## config.mk

```make
export PLATFORM = sky130hd
export DESIGN_NAME = uart_dbuf_tx
export DESIGN_NICKNAME = d
export VERILOG_FILES = /design/src/rtl/uart_dbuf_tx_pkg.sv /design/src/rtl/uart_dbuf_tx_hold.sv /design/src/rtl/uart_dbuf_tx_shift.sv /design/src/rtl/uart_dbuf_tx_pin.sv /design/src/rtl/uart_dbuf_tx.sv
export SDC_FILE = /design/constraint.sdc
export NUM_CORES = 1
export LEC_CHECK = 0
export CAP_MARGIN = 0
export CORE_ASPECT_RATIO = 1.2
export CORE_MARGIN = 3
export CORE_UTILIZATION = 60
export CTS_CLUSTER_DIAMETER = 200
export DETAILED_ROUTE_END_ITERATION = 10
export DONT_BUFFER_PORTS = 1
export GPL_ROUTABILITY_DRIVEN = 0
export GPL_TIMING_DRIVEN = 0
export PLACE_DENSITY_LB_ADDON = 0.08
export SKIP_CTS_REPAIR_TIMING = 1
export SLEW_MARGIN = 0
export SYNTH_ARGS = -nofsm -noshare
export SYNTH_HDL_FRONTEND = slang
export SYNTH_HIERARCHICAL = 1
export SYNTH_SLANG_ARGS = --single-unit
```

## constraint.sdc

```tcl
create_clock -name clk -period 4.6 [get_ports clk]
set_input_delay 1.38 -clock clk [delete_from_list [all_inputs] [get_ports clk]]
set_output_delay 1.38 -clock clk [all_outputs]
set_load 0.03 [all_outputs]
```

## src/rtl/uart_dbuf_tx_pkg.sv

```systemverilog
package uart_dbuf_tx_pkg;
  // what the shifter loads on a given cycle
  typedef enum logic [1:0] {LD_NONE, LD_DATA, LD_BRK, LD_TAIL} load_e;
  // receiver input selection
  typedef enum logic [1:0] {RXS_PIN, RXS_LOOP, RXS_WIRE} rxsel_e;
endpackage

```

## src/rtl/uart_dbuf_tx_hold.sv

```systemverilog
module uart_dbuf_tx_hold #(
  parameter int W = 9
) (
  input  logic         clk,
  input  logic         rst,
  input  logic         wr_en,
  input  logic [W-1:0] wr_data,
  input  logic         take,
  output logic         full,
  output logic [W-1:0] data,
  output logic         empty_flag
);
  always_ff @(posedge clk) begin
    if (rst) begin
      full       <= 1'b0;
      empty_flag <= 1'b1;
      data       <= '0;
    end else if (wr_en) begin
      full       <= 1'b1;
      empty_flag <= 1'b0;
      data       <= wr_data;
    end else if (take) begin
      full       <= 1'b0;
      empty_flag <= 1'b1;
    end
  end
endmodule

```

## src/rtl/uart_dbuf_tx_shift.sv

```systemverilog
module uart_dbuf_tx_shift
  import uart_dbuf_tx_pkg::*;
#(
  parameter int DATA_W = 8,
  parameter int OVS    = 16
) (
  input  logic            clk,
  input  logic            rst,
  input  logic            bit_tick,
  input  logic            buf_full,
  input  logic [DATA_W:0] buf_data,
  input  logic            nine_bit,
  input  logic            par_en,
  input  logic            par_odd,
  input  logic            brk_req,
  output logic            take,
  output logic            busy,
  output logic            txd
);
  localparam int FW = DATA_W + 3;          // start + data + ninth + stop
  localparam int LW = $clog2(FW + 1);
  localparam int CW = $clog2(OVS);

  logic [FW-1:0] sh;
  logic [LW-1:0] left;
  logic [CW-1:0] sub;
  logic          brk_q;
  logic          wide, ninth, bit_end, last, free;
  logic [LW-1:0] nbits;
  load_e         kind;

  assign wide    = nine_bit | par_en;
  assign nbits   = wide ? LW'(FW) : LW'(FW - 1);
  assign ninth   = par_en ? ((^buf_data[DATA_W-1:0]) ^ par_odd) : buf_data[DATA_W];
  assign busy    = (left != '0);
  assign bit_end = busy && bit_tick && (sub == CW'(OVS - 1));
  assign last    = bit_end && (left == LW'(1));
  assign free    = !busy || last;

  always_comb begin
    kind = LD_NONE;
    if (last && brk_q)         kind = brk_req ? LD_BRK : LD_TAIL;
    else if (free && buf_full) kind = LD_DATA;
    else if (free && brk_req)  kind = LD_BRK;
  end

  assign take = (kind == LD_DATA);
  assign txd  = sh[0];

  always_ff @(posedge clk) begin
    if (rst) begin
      sh    <= '1;
      left  <= '0;
      sub   <= '0;
      brk_q <= 1'b0;
    end else begin
      case (kind)
        LD_DATA: begin
          sh    <= {1'b1, (wide ? ninth : 1'b1), buf_data[DATA_W-1:0], 1'b0};
          left  <= nbits;
          sub   <= '0;
          brk_q <= 1'b0;
        end
        LD_BRK: begin
          // zeros for the frame length, ones above so the line ends high
          sh    <= wide ? '0 : {1'b1, {(FW-1){1'b0}}};
          left  <= nbits;
          sub   <= '0;
          brk_q <= 1'b1;
        end
        LD_TAIL: begin
          sh    <= '1;
          left  <= LW'(1);
          sub   <= '0;
          brk_q <= 1'b0;
        end
        default: begin
          if (bit_end) begin
            sh   <= {1'b1, sh[FW-1:1]};
            left <= left - LW'(1);
            sub  <= '0;
          end else if (busy && bit_tick) begin
            sub  <= sub + CW'(1);
          end
        end
      endcase
    end
  end
endmodule

```

## src/rtl/uart_dbuf_tx_pin.sv

```systemverilog
module uart_dbuf_tx_pin
  import uart_dbuf_tx_pkg::*;
(
  input  logic clk,
  input  logic rst,
  input  logic loop_en,
  input  logic loop_sel,
  input  logic pin_dir,
  input  logic rxd_i,
  input  logic txd_pin_i,
  input  logic txd,
  output logic txd_oe,
  output logic rx_src
);
  rxsel_e sel;

  always_comb begin
    if (!loop_en)      sel = RXS_PIN;
    else if (loop_sel) sel = RXS_WIRE;
    else               sel = RXS_LOOP;
  end

  always_ff @(posedge clk) begin
    if (rst) begin
      txd_oe <= 1'b1;
      rx_src <= 1'b1;
    end else begin
      txd_oe <= (sel != RXS_WIRE) || pin_dir;
      case (sel)
        RXS_LOOP: rx_src <= txd;
        RXS_WIRE: rx_src <= txd_pin_i;
        default:  rx_src <= rxd_i;
      endcase
    end
  end
endmodule

```

## src/rtl/uart_dbuf_tx.sv

```systemverilog
module uart_dbuf_tx #(
  parameter int DATA_W = 8,
  parameter int OVS    = 16
) (
  input  logic            clk,
  input  logic            rst,
  input  logic            bit_tick,
  input  logic            wr_en,
  input  logic [DATA_W:0] wr_data,
  input  logic            nine_bit,
  input  logic            par_en,
  input  logic            par_odd,
  input  logic            brk_req,
  input  logic            loop_en,
  input  logic            loop_sel,
  input  logic            pin_dir,
  input  logic            tdre_ie,
  input  logic            tc_ie,
  input  logic            rxd_i,
  input  logic            txd_pin_i,
  output logic            txd,
  output logic            txd_oe,
  output logic            rx_src,
  output logic            tdre,
  output logic            tc,
  output logic            tdre_irq,
  output logic            tc_irq
);
  logic            buf_full, take, busy;
  logic [DATA_W:0] buf_data;

  uart_dbuf_tx_hold #(.W(DATA_W + 1)) u_hold (
    .clk(clk), .rst(rst), .wr_en(wr_en), .wr_data(wr_data), .take(take),
    .full(buf_full), .data(buf_data), .empty_flag(tdre)
  );

  uart_dbuf_tx_shift #(.DATA_W(DATA_W), .OVS(OVS)) u_shift (
    .clk(clk), .rst(rst), .bit_tick(bit_tick), .buf_full(buf_full),
    .buf_data(buf_data), .nine_bit(nine_bit), .par_en(par_en),
    .par_odd(par_odd), .brk_req(brk_req), .take(take), .busy(busy), .txd(txd)
  );

  uart_dbuf_tx_pin u_pin (
    .clk(clk), .rst(rst), .loop_en(loop_en), .loop_sel(loop_sel),
    .pin_dir(pin_dir), .rxd_i(rxd_i), .txd_pin_i(txd_pin_i), .txd(txd),
    .txd_oe(txd_oe), .rx_src(rx_src)
  );

  // complete: nothing queued, nothing shifting, no break wanted
  always_ff @(posedge clk) begin
    if (rst) tc <= 1'b1;
    else     tc <= !wr_en && !buf_full && !busy && !brk_req;
  end

  assign tdre_irq = tdre & tdre_ie;
  assign tc_irq   = tc & tc_ie;
endmodule

```

* Word-level counts from Yosys, hierarchy flattened *
Index checks and enable logic that the tools add are counted.
W data, S select, Z words.

operators by class
  bitwise gates (word level) = 4
  mux-type cells = 20
  reduce and logical (&&, ||, !) cells = 24
  add/subtract/negate cells = 2
  equality and inequality tests = 8

operators by type and width
  operator               count
  $pmux W11 S3           1
  $mux W11               2
  $mux W2                5
  $logic_and A1 B1 Y1    9
  $mux W1                8
  $pmux W4 S2            1
  $reduce_bool A4 Y1     2
  $reduce_xor A8 Y1      1
  $eq A2 B2 Y1 const B   3
  $reduce_or A5 Y1       1
  $add A4 B1 Y4 const B  1
  $eq A2 B1 Y1 const B   2
  $eq A4 B1 Y1 const B   1
  $eq A4 B4 Y1 const B   1
  $logic_not A1 Y1       4
  $mux W4                1
  $pmux W1 S2            2
  $reduce_bool A2 Y1     2
  $reduce_or A2 Y1       2
  $sub A4 B1 Y4 const B  1
  $reduce_bool A3 Y1     1
  $and A1 B1 Y1          2
  $logic_or A1 B1 Y1     2
  $ne A2 B2 Y1 const B   1
  other kinds (2)        2

word-level totals
  register bits after elaboration = 34
  logic and storage cells = 68
  output and inout bits = 7
  input bits = 24

* Longest topological paths before layout *
  depth after elaboration = 12
  depth in mapped cells = 13
  depth with buffers taken out = 12

* Hierarchy *
The synthesis kept the hierarchy.

by module, submodules not included
  module              sequential area each (um^2)  area each (um^2)  cells an instance  times used
  uart_dbuf_tx_shift  400.4                        1415.1            158                1
  uart_dbuf_tx_hold   220.2                        386.6             36                 1
  uart_dbuf_tx_pin    40.0                         73.8              8                  1
  uart_dbuf_tx        20.0                         52.6              5                  1

* Least setup slack after synthesis *
OpenSTA, ideal clock, no wires.

  path type = input -> register
  start = in bit_tick
  end = reg u_shift.sh[1]
  buffers on the path = 1
  slack = 1.240 ns
  data required time = 4.480 ns
  stages = 9
  library setup time = 0.120 ns
  arrival = 3.240 ns
  path through = nand4_2 > or3_1 > o31a_1 > ha_1 > nor3_1 > o21a_4 > buf_12 > nor3_2 > a211o_1

between the ends
  cells in the longest elaborated chain, start to end = 10
  elaborated cells on any way between the ends = 15
  those cells by class = eq/ne (3); mux (4); reduce/logical (8)

RTL lines
  what                                                       line                      RTL
  from (decl)                                                uart_dbuf_tx.sv:7         input logic bit_tick,
  $logic_and A1 B1 Y1 (*) (2 in a row)                       uart_dbuf_tx_shift.sv:36  assign bit_end = busy && bit_tick && (sub == CW'(OVS - 1));
  $logic_and A1 B1 Y1                                        uart_dbuf_tx_shift.sv:37  assign last = bit_end && (left == LW'(1));
  $logic_or A1 B1 Y1                                         uart_dbuf_tx_shift.sv:38  assign free = !busy || last;
  $logic_and A1 B1 Y1                                        uart_dbuf_tx_shift.sv:44  else if (free && brk_req) kind = LD_BRK;
  $mux W2                                                    uart_dbuf_tx_shift.sv:44
  $mux W2                                                    uart_dbuf_tx_shift.sv:43  else if (free && buf_full) kind = LD_DATA;
  $mux W2                                                    uart_dbuf_tx_shift.sv:42  if (last && brk_q) kind = brk_req ? LD_BRK : LD_TAIL;
  $eq A2 B2 Y1 / $eq A2 B1 Y1 (equally long branches)        uart_dbuf_tx_shift.sv:57  case (kind)
  $pmux W11 S3 / $reduce_bool A4 Y1 (equally long branches)  n/a
  to (signal assigned)                                       uart_dbuf_tx_shift.sv:59  sh <= {1'b1, (wide ? ninth : 1'b1), buf_data[DATA_W-1:0], 1'b0};
  to (signal assigned)                                       uart_dbuf_tx_shift.sv:66  sh <= wide ? '0 : {1'b1, {(FW-1){1'b0}}};
  to (signal assigned)                                       uart_dbuf_tx_shift.sv:79  sh <= {1'b1, sh[FW-1:1]};
  to (decl)                                                  uart_dbuf_tx_shift.sv:24  logic [FW-1:0] sh;

Mark *: on every way between the ends. The rest lies on a longest branch, timed or not.
A chain may end at the register's enable or synchronous reset.

* Final worst setup path *
  start = in bit_tick
  end = reg u_shift.sub[2]

between the ends
  cells in the longest elaborated chain, start to end = 10
  elaborated cells on any way between the ends = 14
  those cells by class = eq/ne (3); mux (3); reduce/logical (8)

RTL lines
  what                                                 line                                                RTL
  $logic_and A1 B1 Y1 (*)                              uart_dbuf_tx_shift.sv:36, uart_dbuf_tx_shift.sv:82
  $logic_and A1 B1 Y1                                  uart_dbuf_tx_shift.sv:36
  $logic_and A1 B1 Y1                                  uart_dbuf_tx_shift.sv:37
  $logic_or A1 B1 Y1                                   uart_dbuf_tx_shift.sv:38
  $logic_and A1 B1 Y1                                  uart_dbuf_tx_shift.sv:44
  $mux W2                                              uart_dbuf_tx_shift.sv:44
  $mux W2                                              uart_dbuf_tx_shift.sv:43
  $mux W2                                              uart_dbuf_tx_shift.sv:42
  $eq A2 B1 Y1 / $eq A2 B2 Y1 (equally long branches)  uart_dbuf_tx_shift.sv:57
  $reduce_or A5 Y1 (no line)                           n/a
  to (signal assigned)                                 uart_dbuf_tx_shift.sv:83                            sub <= sub + CW'(1);
  to (decl)                                            uart_dbuf_tx_shift.sv:26                            logic [CW-1:0] sub;

Marks and branches as above.

==> run summary <==
Comb pwr share = 48.3%
Area Growth Syn to Fin = 6.425%
synth warn = 6
clock skew = 0.007354 ns
nets = 247
Slew headroom = 68.48%
Starting Density = 65.52%
# rows = 21
endpoints failing setup = 0
CP max FO = 10
final core utilization = 69.73%
worst slew pin tran = 0.4679 ns
Arrival @ worst endpoint = 3.65 ns
I/O pin count = 31
Required @ worst endpoint = 4.81 ns
DIE WIDTH = 57.75 um
Worst Setup End Kind = flip-flop
Final WS setup = 1.160 ns
post-route ant nets = 0
Max Root-Sink Buffers = 2
antenna violations before repair = 0
clock-pin slew on the worst setup and hold paths = 0.10 ns
GR Overflow Total = 0
switching part of the total power = 38.70%
Worst VDD drop = 0.4237 mV
drt first pass iters = 4
Clock Power Share = 17.7%
async set-reset flop share out of synthesis = 0%
Vias/cell = 6.060
status = finished clean
pin count of the biggest net entering global routing = 11
crit-path cells = nand4_2 > or3_1 > o31ai_1 > ha_1 > clkbuf_1 > nor4_1 > o21ai_0 > nor2_1
overall routing resource usage = 22.39%
CTS Sinks = 34
crit path time final = 3.440 ns
Post-Syn Area = 1928 sq um
pwr/cell area = 606.6 nW/um^2
TritonCTS clock tree = yes
Num CTS Buffers = 5
via count = 1503
Pwr Total = 1.245 mW
drt first-iter violations = 77
Mapped Avg Cell Area = 9.314 sq um
Startpoint Class = input port
Post-Syn Instances = 207
die height = 68.10 um
ratio of cells with drive above 1 in the final layout = 14.49%
clk root buf = clkbuf_4
Sum Neg Setup Slack = 0 ns
Most used DFF post-synth = dfxtp_1
Avg WL per Cell = 16.03 um
Final Max Slew Viols = 0
Tcrit/Tclk final = 74.79%
IO buf count = 0
Antenna diodes = 0
Worst Hold Class = reg -> reg
htree depth = 2
Int Pwr = 0.7629 mW
Yosys cell types = 48
Worst-Skew Late Latency = 0.33 ns
first-pass GRT wire length = 6637 um
vias in the first global route = 1538
Sw Pwr = 0.4817 mW
leak pwr = 0.8221 nW
final-report hold violation count = 0
Fmax = 0.2907 GHz
max cap viols = 0
WL final = 3976 um
Core ar. = 2943 sq um
pre-CTS setup slack = 0.8311 ns
number of synthesized register bits = 34
syn nets = 240
Reg power frac = 34.0%
drc violations = 0
number of flops mapped to enable cells by yosys = 0
DP Wirelength = 3026 um
Worst path max stage delay = 0.46 ns
slowest CP cell = or3_1
RSZ-0062 raised after global routing = false
Seq/Total Area, Yosys = 35.30%
Crit Path Category = in -> reg
area of the die = 3933 sq um
## power groups by stage
stage | Combinational (mW) | Clock [mW] | Sequential, mW
final | 0.601 | 0.220 | 0.424
after detailed placement | 0.595 | 0 | 0.430
after CTS | 0.598 | 0.229 | 0.423
after global routing | 0.663 | 0.242 | 0.431
after floorplan | 0.499 | 0 | 0.416
after global placement | 0.568 | 0 | 0.425
## cell type report
cell class / count / area (sq um)
multi-input cells: 154 / 1139
fillers: 236 / 890.9
flip-flops and latches: 34 / 680.7
plain buffers: 11 / 78.83
clock buffers: 6 / 51.30
well taps: 34 / 42.54
clock inverters: 1 / 30.03
inverters: 8 / 30.03
## worst max-delay path: cells and delay by family
family,cells,cell delay [ns]
AOI/OAI and AO/OA,2,0.67
buffers and inverters,1,0.38
and+or+nand+nor,4,0.87
adders and majority gates,1,0.35
## per-layer routing
| layer | share of wire [%] | track usage [%] | vias to the layer above |
|---|---|---|---|
| li1 | - | - | 749 |
| met2 | 54 | 42.09 | 25 |
| met1 | 40 | 22.65 | 720 |
| met4 | 2.0 | 9.565 | 0 |
| met5 | 0 | 0 | - |
| met3 | 3.9 | 6.981 | 9 |
## cell usage after synthesis (all sizes together), types with 2 or more instances
| master | n | area, sq um |
|---|---|---|
| nand4b | 2 | 17.52 |
| xor2 | 5 | 43.79 |
| mux2i | 12 | 120.1 |
| a21oi | 11 | 55.05 |
| nor4 | 2 | 12.51 |
| inv | 8 | 30.03 |
| clkbuf | 4 | 15.01 |
| xnor2 | 4 | 35.03 |
| nor3 | 13 | 105.1 |
| nor3b | 3 | 38.79 |
| a211o | 8 | 70.07 |
| o21a | 2 | 22.52 |
| nor2b | 10 | 62.56 |
| a31oi | 2 | 12.51 |
| and2 | 2 | 12.51 |
| buf | 7 | 63.81 |
| ha | 9 | 112.6 |
| nand2b | 6 | 37.54 |
| nand2 | 10 | 37.54 |
| o21ai | 6 | 30.03 |
| dfxtp | 34 | 680.7 |
| nor2 | 19 | 71.32 |
| a211oi | 9 | 72.57 |
| nand3 | 4 | 20.02 |
## cell families after synthesis
logic type	count (synthesis)	share of synthesized area, %
AND/OR/NAND/NOR	76	23.56
multiplexers	12	6.230
XOR/XNOR	10	5.256
buffers and inverters	19	5.645
flip-flops	34	35.30
AO/OA/AOI/OAI	47	18.17
adder cells (fa/ha/maj)	9	5.840
## through the flow
| stage | cell area (sq um) | hold WS, ns | instances |
|---|---|---|---|
| after floorplan | 1928 | 0.4354 | 207 |
| after global placement | 1971 | 0.4452 | 241 |
| after detailed placement | 1971 | 0.4547 | 241 |
| after CTS | 2052 | 0.4784 | 248 |
| after global routing | 2052 | 0.5025 | 248 |
| final | 2052 | 0.4727 | 248 |
## final timing paths
check | cells past startpoint | slack (ns) | from | endpoint
min | 1 | 0.47 | u_shift/sh[6] | u_shift/sh[6]
min reg2reg | 1 | 0.47 | u_shift/sh[6] | u_shift/sh[6]
max | 8 | 1.16 | bit_tick | u_shift/sub[2]
max reg2reg | 9 | 1.58 | u_shift/sub[0] | u_shift/sub[2]
## cell usage in the layout (no fill, tap or decap), types with 3 or more instances in the layout
cell	Yosys	layout
ha_1	9	9
xnor2_1	4	4
nor3_2	8	8
mux2i_1	12	12
nor2_1	19	19
xor2_1	5	5
dfxtp_1	34	34
o21ai_0	6	6
nand2_1	10	10
clkbuf_4	0	5
nor2b_1	10	10
a211oi_1	8	8
a211o_1	8	8
nor3_1	5	5
nand2b_1	6	6
a21oi_1	11	11
nand3_1	4	4
buf_4	3	3
inv_1	7	7
clkbuf_1	4	4
## sequential cells by signal, summed over array words and instances (netlist names)
| signal | cells |
|---|---|
| u_shift/sh | 11 |
| u_hold/data | 9 |
| u_shift/left | 4 |
| u_shift/sub | 4 |
| tc | 1 |
| u_hold/empty_flag | 1 |
| u_hold/full | 1 |
| u_pin/rx_src | 1 |
| u_pin/txd_oe | 1 |
| u_shift/brk_q | 1 |
Note: power is estimated with default switching activity, not from simulation.
